`src/rtl/l1_line_fsm.sv`:
```
`timescale 1ns/1ps
module l1_line_fsm (
  input  logic       clk,
  input  logic       rst_n,
  input  logic       trig_valid,
  input  logic [1:0] trig_kind,
  input  logic       ext_valid,
  input  logic [2:0] ext_kind,
  input  logic       loc_valid,
  input  logic [2:0] loc_kind,
  output logic [4:0] line_state,
  output logic       trig_pop,
  output logic       ext_pop,
  output logic       snoop_stall,
  output logic       loc_pop,
  output logic       req_stall,
  output logic       park,
  output logic       wake,
  output logic       issue_gets,
  output logic       issue_getx,
  output logic       issue_getf,
  output logic       load_hit,
  output logic       store_hit,
  output logic       dec_msg
);
  localparam logic [4:0] ST_I = 5'd0, ST_S = 5'd1, ST_O = 5'd2, ST_M = 5'd3, ST_MM = 5'd4;
  localparam logic [4:0] RDY_OFS = 5'd5, XFR_OFS = 5'd10;
  localparam logic [4:0] ST_IS = 5'd15, ST_IM = 5'd16, ST_SM = 5'd17, ST_OM = 5'd18;
  localparam logic [4:0] ST_IMF = 5'd19, ST_SMF = 5'd20, ST_OMF = 5'd21, ST_MMF = 5'd22;

  localparam logic [1:0] TRG_BEGIN = 2'd0, TRG_DONE = 2'd1, TRG_FILL_EX = 2'd3;

  localparam logic [2:0] SNP_GETX = 3'd0, SNP_GETS = 3'd1, SNP_MERGED = 3'd3;
  localparam logic [2:0] SNP_NOMIG = 3'd4, SNP_INV = 3'd5;

  localparam logic [2:0] REQ_LOAD = 3'd0, REQ_IFETCH = 3'd1, REQ_STORE = 3'd2;
  localparam logic [2:0] REQ_FLUSH = 3'd3, REQ_EVICT = 3'd4;

  logic [4:0] state_q, state_d, base;
  logic       in_stable, in_ready, in_xfer, in_miss;
  logic       snp_coherent, is_read, take_local;

  assign in_stable    = state_q <= ST_MM;
  assign in_ready     = (state_q >= RDY_OFS) && (state_q < XFR_OFS);
  assign in_xfer      = (state_q >= XFR_OFS) && (state_q < ST_IS);
  assign in_miss      = state_q >= ST_IS;
  assign base         = in_ready ? state_q - RDY_OFS : state_q;
  assign snp_coherent = ext_kind <= SNP_INV;
  assign is_read      = (loc_kind == REQ_LOAD) || (loc_kind == REQ_IFETCH);
  assign line_state   = state_q;

  always_comb begin
    state_d     = state_q;
    trig_pop    = 1'b0;
    ext_pop     = 1'b0;
    snoop_stall = 1'b0;
    loc_pop     = 1'b0;
    req_stall   = 1'b0;
    park        = 1'b0;
    wake        = 1'b0;
    issue_gets  = 1'b0;
    issue_getx  = 1'b0;
    issue_getf  = 1'b0;
    load_hit    = 1'b0;
    store_hit   = 1'b0;
    dec_msg     = 1'b0;
    take_local  = 1'b0;

    if (trig_valid) begin
      trig_pop = 1'b1;
      case (trig_kind)
        TRG_BEGIN: if (in_stable) state_d = state_q + XFR_OFS;
        TRG_DONE: if (in_xfer) begin
          state_d = state_q - RDY_OFS;
          wake    = 1'b1;
        end
        default: if (in_miss) begin
          wake = 1'b1;
          case (state_q)
            ST_IS:                  state_d = (trig_kind == TRG_FILL_EX) ? ST_M : ST_S;
            ST_IM, ST_SM, ST_OM:    state_d = ST_MM;
            default:                state_d = ST_I;
          endcase
        end
      endcase
    end else begin
      take_local = !ext_valid;
      if (ext_valid) begin
        if (!in_stable && snp_coherent) begin
          snoop_stall = 1'b1;
          take_local  = 1'b1;
        end else begin
          ext_pop = 1'b1;
          if (in_stable) begin
            if (ext_kind == SNP_GETX || ext_kind == SNP_INV)
              state_d = ST_I;
            else if ((ext_kind == SNP_GETS || ext_kind == SNP_MERGED || ext_kind == SNP_NOMIG) &&
                     (state_q == ST_M || state_q == ST_MM))
              state_d = ST_O;
          end
        end
      end

      if (take_local && loc_valid) begin
        if (loc_kind > REQ_EVICT) begin
          loc_pop = 1'b1;
        end else if (in_xfer) begin
          if (loc_kind == REQ_FLUSH) req_stall = 1'b1;
          else                       park      = 1'b1;
        end else if (in_miss) begin
          park = 1'b1;
        end else if (loc_kind == REQ_EVICT) begin
          if (in_ready) park    = 1'b1;
          else          loc_pop = 1'b1;
        end else begin
          loc_pop = 1'b1;
          wake    = in_ready;
          case (base)
            ST_I: begin
              if (is_read)                     begin state_d = ST_IS;  issue_gets = 1'b1; end
              else if (loc_kind == REQ_STORE)  begin state_d = ST_IM;  issue_getx = 1'b1; end
              else                             begin state_d = ST_IMF; issue_getf = 1'b1; end
            end
            ST_S: begin
              if (is_read)                     begin state_d = ST_S;   load_hit   = 1'b1; end
              else if (loc_kind == REQ_STORE)  begin state_d = ST_SM;  issue_getx = 1'b1; end
              else                             begin state_d = ST_SMF; issue_getf = 1'b1; end
            end
            ST_O: begin
              if (is_read) begin
                state_d  = ST_O;
                load_hit = 1'b1;
              end else begin
                state_d    = (loc_kind == REQ_STORE) ? ST_OM : ST_OMF;
                issue_getx = loc_kind == REQ_STORE;
                issue_getf = loc_kind == REQ_FLUSH;
                dec_msg    = 1'b1;
              end
            end
            default: begin
              if (is_read) begin
                state_d  = base;
                load_hit = 1'b1;
              end else if (loc_kind == REQ_STORE) begin
                state_d   = ST_MM;
                store_hit = 1'b1;
              end else begin
                state_d    = ST_MMF;
                issue_getf = 1'b1;
                dec_msg    = 1'b1;
              end
            end
          endcase
        end
      end
    end
  end

  always_ff @(posedge clk or negedge rst_n) begin
    if (!rst_n) state_q <= ST_I;
    else        state_q <= state_d;
  end
endmodule


```
`config.mk`:
```
export PLATFORM = sky130hd
export DESIGN_NAME = l1_line_fsm
export DESIGN_NICKNAME = d
export VERILOG_FILES = /design/src/rtl/l1_line_fsm.sv
export SDC_FILE = /design/constraint.sdc
export NUM_CORES = 1
export LEC_CHECK = 0
export BUFFER_PORTS_ARGS = -buffer_cell sky130_fd_sc_hd__buf_2
export CORE_MARGIN = 5
export CORE_UTILIZATION = 49
export CTS_CLUSTER_DIAMETER = 60
export CTS_CLUSTER_SIZE = 14
export DETAILED_ROUTE_END_ITERATION = 12
export GPL_ROUTABILITY_DRIVEN = 0
export PLACE_DENSITY = 0.74
export RECOVER_POWER = 25
export SKIP_LAST_GASP = 1
export SLEW_MARGIN = 20
export SYNTH_ARGS = -nofsm -noshare
export SYNTH_HDL_FRONTEND = slang
export SYNTH_SLANG_ARGS = --single-unit
```
`constraint.sdc`:
```
create_clock -name clk -period 2.6 [get_ports clk]
set_clock_uncertainty 0.1 [all_clocks]
set_input_delay 0.13 -clock clk [delete_from_list [all_inputs] [get_ports clk]]
set_output_delay 0.13 -clock clk [all_outputs]
set_load 0.02 [all_outputs]
```
==> impl_metrics.ini <==
[status]
status = complete, but fails checks
failed_checks = setup timing

[setup_path]
timing_worst_setup_path_type = reg -> out
crit_path_max_fanout = 7
critPathRequiredTime_ns = 2.37
crit_path_start_kind = register
cp_data_arrival_time_ns = 2.41
type_of_destination_of_the_critical_path = primary output

[clock_network]
clock_tree_from_tritoncts = built
worst_skew_late_latency_ns = 0.25
clkSlewWorstSetupHoldPaths_ns = 0.05
maximum_level_of_the_cts_h_tree = 1
cts_buffer_depth = 2
root_buffer = sky130_fd_sc_hd__clkbuf_4
numClockSinks = 5
tritoncts.num_buffers = 3

[route]
detailroute.via_count = 1819
drt-vias-per-instance = 6.74
drt_pre_antenna_iters = 5
detailedRoute.firstIterationViolations = 182
route.met3.wl_um = 625
highest_layer_used_for_signal_routing = met4
routedLengthMet1_um = 1920
routed_wire_length_per_instance_um = 19.7
met2_length_um = 2510
postRouteAntennaNets = 0
total_drc_errors_in_the_routed_layout = 0
drt-total-wl_um = 5310

[final_layout]
layout.cells.most_common_list = sky130_fd_sc_hd__buf_4 (35), sky130_fd_sc_hd__buf_2 (25), sky130_fd_sc_hd__nor2_1 (15)
finish.utilization_pct = 71.9
area_delta_synth_final_pct = 45.1
max_reg_flops = 5
final_layout_size_suffix_gt1_share_pct = 45.6
mostFrequentLayoutCell = sky130_fd_sc_hd__buf_4
final_nets = 262
antenna_cells_inserted = 0

[synth]
mapped_cell_area_um2 = 1330
netlist_top_cells_area = sky130_fd_sc_hd__dfrtp_1 (9.4%), sky130_fd_sc_hd__ha_1 (8.5%), sky130_fd_sc_hd__a21oi_1 (4.5%)
synth_area_leader_cell = sky130_fd_sc_hd__dfrtp_1
ys_warns = 0
post_synth_inst_count = 181
ys.flop_type = sky130_fd_sc_hd__dfrtp_1
syn-mean-instance-area_um2 = 7.36
post_synth_num_cell_types = 57
number_of_synthesized_flops_with_an_enable_pin = 0
mapped_nets = 203
synth.ff_latch_count = 5
synth_largest_type_area_fraction_pct = 9.40
asyncSetResetFlopFracSynth_pct = 100
synth_seq_area_share_pct = 9.40

[sta]
timing.final.crit_share_pct = 101
timing_max_transition_violations_final = 0
final.setup.worst_slack_ns = -0.0364
fmax_ghz = 0.379
fin_crit_ns = 2.64
finalHoldViolCount = 0
worst_slew_pin_slew_ns = 0.537
slew-limit-headroom_pct = 64.2
setup_viol = 1

[floorplanning]
die-width_um = 62.1
height_of_the_die_um = 62.1
io_pins = 31
initial_utilization_pct = 49.6
core.rowCount = 19
design.die.area_um2 = 3860
core_area_um2 = 2690

[grt]
globalRoute.totalOverflow = 0
grt_pass1_wl_um = 7300
first_global_vias = 1558
grt_usage_pct = 22.2
initial_antenna_violation_count = 0
grt_start_max_net_pins = 14

[place]
placement.io_buffers = 30
post-dp-hpwl_um = 3320
pre_cts_ws_ns = 0.0660

[worst_hold_path]
hold_path_class = in -> async

[pwr]
ir_worst_vdd_mv = 1.02
leakagePower_nw = 0.825
power_density_nw_per_um2 = 1350

[run]
max_capacitance_violation_total = 0
-- critical path, stage by stage, from the launching register on --
cell and delay (ns):
sky130_fd_sc_hd__dfrtp_2 0.45, sky130_fd_sc_hd__buf_4 0.16, sky130_fd_sc_hd__ha_4 0.17, sky130_fd_sc_hd__a21oi_4 0.18, sky130_fd_sc_hd__a211oi_2 0.11, sky130_fd_sc_hd__buf_6 0.17, sky130_fd_sc_hd__xnor2_1 0.38, sky130_fd_sc_hd__a32oi_2 0.20
sky130_fd_sc_hd__nor3_2 0.17, sky130_fd_sc_hd__buf_4 0.16
-- path summary, 6_finish.rpt --
kind                       cells past startpoint                 startpoint  slack, ns                        end
setup reg to reg                               9  line_state[1]$_DFFE_PN0P_       0.04  line_state[0]$_DFFE_PN0P_
max in group asynchronous                      2                      rst_n       2.00  line_state[1]$_DFFE_PN0P_
hold / removal                                 2                      rst_n       0.15  line_state[4]$_DFFE_PN0P_
setup / recovery                               9  line_state[2]$_DFFE_PN0P_      -0.04                    dec_msg
min in group clk                               3                loc_kind[2]       0.17  line_state[4]$_DFFE_PN0P_
hold reg to reg                                2  line_state[4]$_DFFE_PN0P_       0.69  line_state[4]$_DFFE_PN0P_
-- through the flow --
| stage | hold slack, ns | area (µm²) | TNS [ns] | power, mW | std cells |
|---|---|---|---|---|---|
| 2_1_floorplan | -0.266 | 1350 | -0.0735 | 1.40 | 181 |
| 3_3_place_gp | -0.151 | 1540 | 0 | 1.76 | 242 |
| 3_5_place_dp | -0.154 | 1540 | 0 | 1.79 | 242 |
| 4_1_cts | 0.120 | 1650 | 0 | 2.00 | 252 |
| 5_1_grt | 0.173 | 1930 | -0.163 | 2.74 | 270 |
| 6_report | 0.151 | 1930 | -0.0364 | 2.60 | 270 |
-- area by class of cell --
cell class,instances,area [µm²]
repair buffers,65,432
clock buffers,4,26.3
multi-input cells,154,1260
well taps,31,38.8
flip-flops and latches,5,129
fillers,199,754
inverters,11,46.3
-- power breakdown --
part           internal [mW]  total (mW)  switching [mW]
combinational           1.05        2.31            1.26
clock                 0.0583      0.0945          0.0361
sequential             0.117       0.197          0.0800
-- cell families (layout without fill, tap and decap cells) --
family / Yosys count / after routing / share of synthesized area (%)
buf+inv: 22 / 80 / 8.55
xor+xnor: 5 / 5 / 3.29
fa+ha+maj: 9 / 9 / 8.46
flops: 5 / 5 / 9.40
compound gates: 65 / 65 / 36.9
simple gates: 65 / 65 / 25.3
mux: 10 / 10 / 8.08
-- synth_stat cells (5+ instances only) --
master	instances
sky130_fd_sc_hd__nor3_1	6
sky130_fd_sc_hd__mux2i_1	6
sky130_fd_sc_hd__ha_1	9
sky130_fd_sc_hd__inv_1	11
sky130_fd_sc_hd__nand2_1	11
sky130_fd_sc_hd__nor2_1	16
sky130_fd_sc_hd__o21ai_0	9
sky130_fd_sc_hd__nand2b_1	6
sky130_fd_sc_hd__nand3_1	7
sky130_fd_sc_hd__dfrtp_1	5
sky130_fd_sc_hd__a21oi_1	12
sky130_fd_sc_hd__a22oi_1	5
-- timing repair --
| item | CTS | global route |
|---|---|---|
| hold buffers | 1 | 0 |
| gates cloned | 0 | 1 |
| endpoints found under the setup margin | 4 | 11 |
| pin swaps | 3 | 13 |
| endpoints found under the hold margin | 5 | 0 |
| setup buffers | 5 | 17 |
| gates resized for setup | 9 | 32 |
-- layer usage --
layer | GRT usage [%] | up-vias
li1 | - | 801
met1 | 27.5 | 821
met2 | 37.0 | 160
met3 | 6.67 | 37
met4 | 5.42 | 0
met5 | 0 | -
Note: power is estimated with default switching activity, not from simulation.
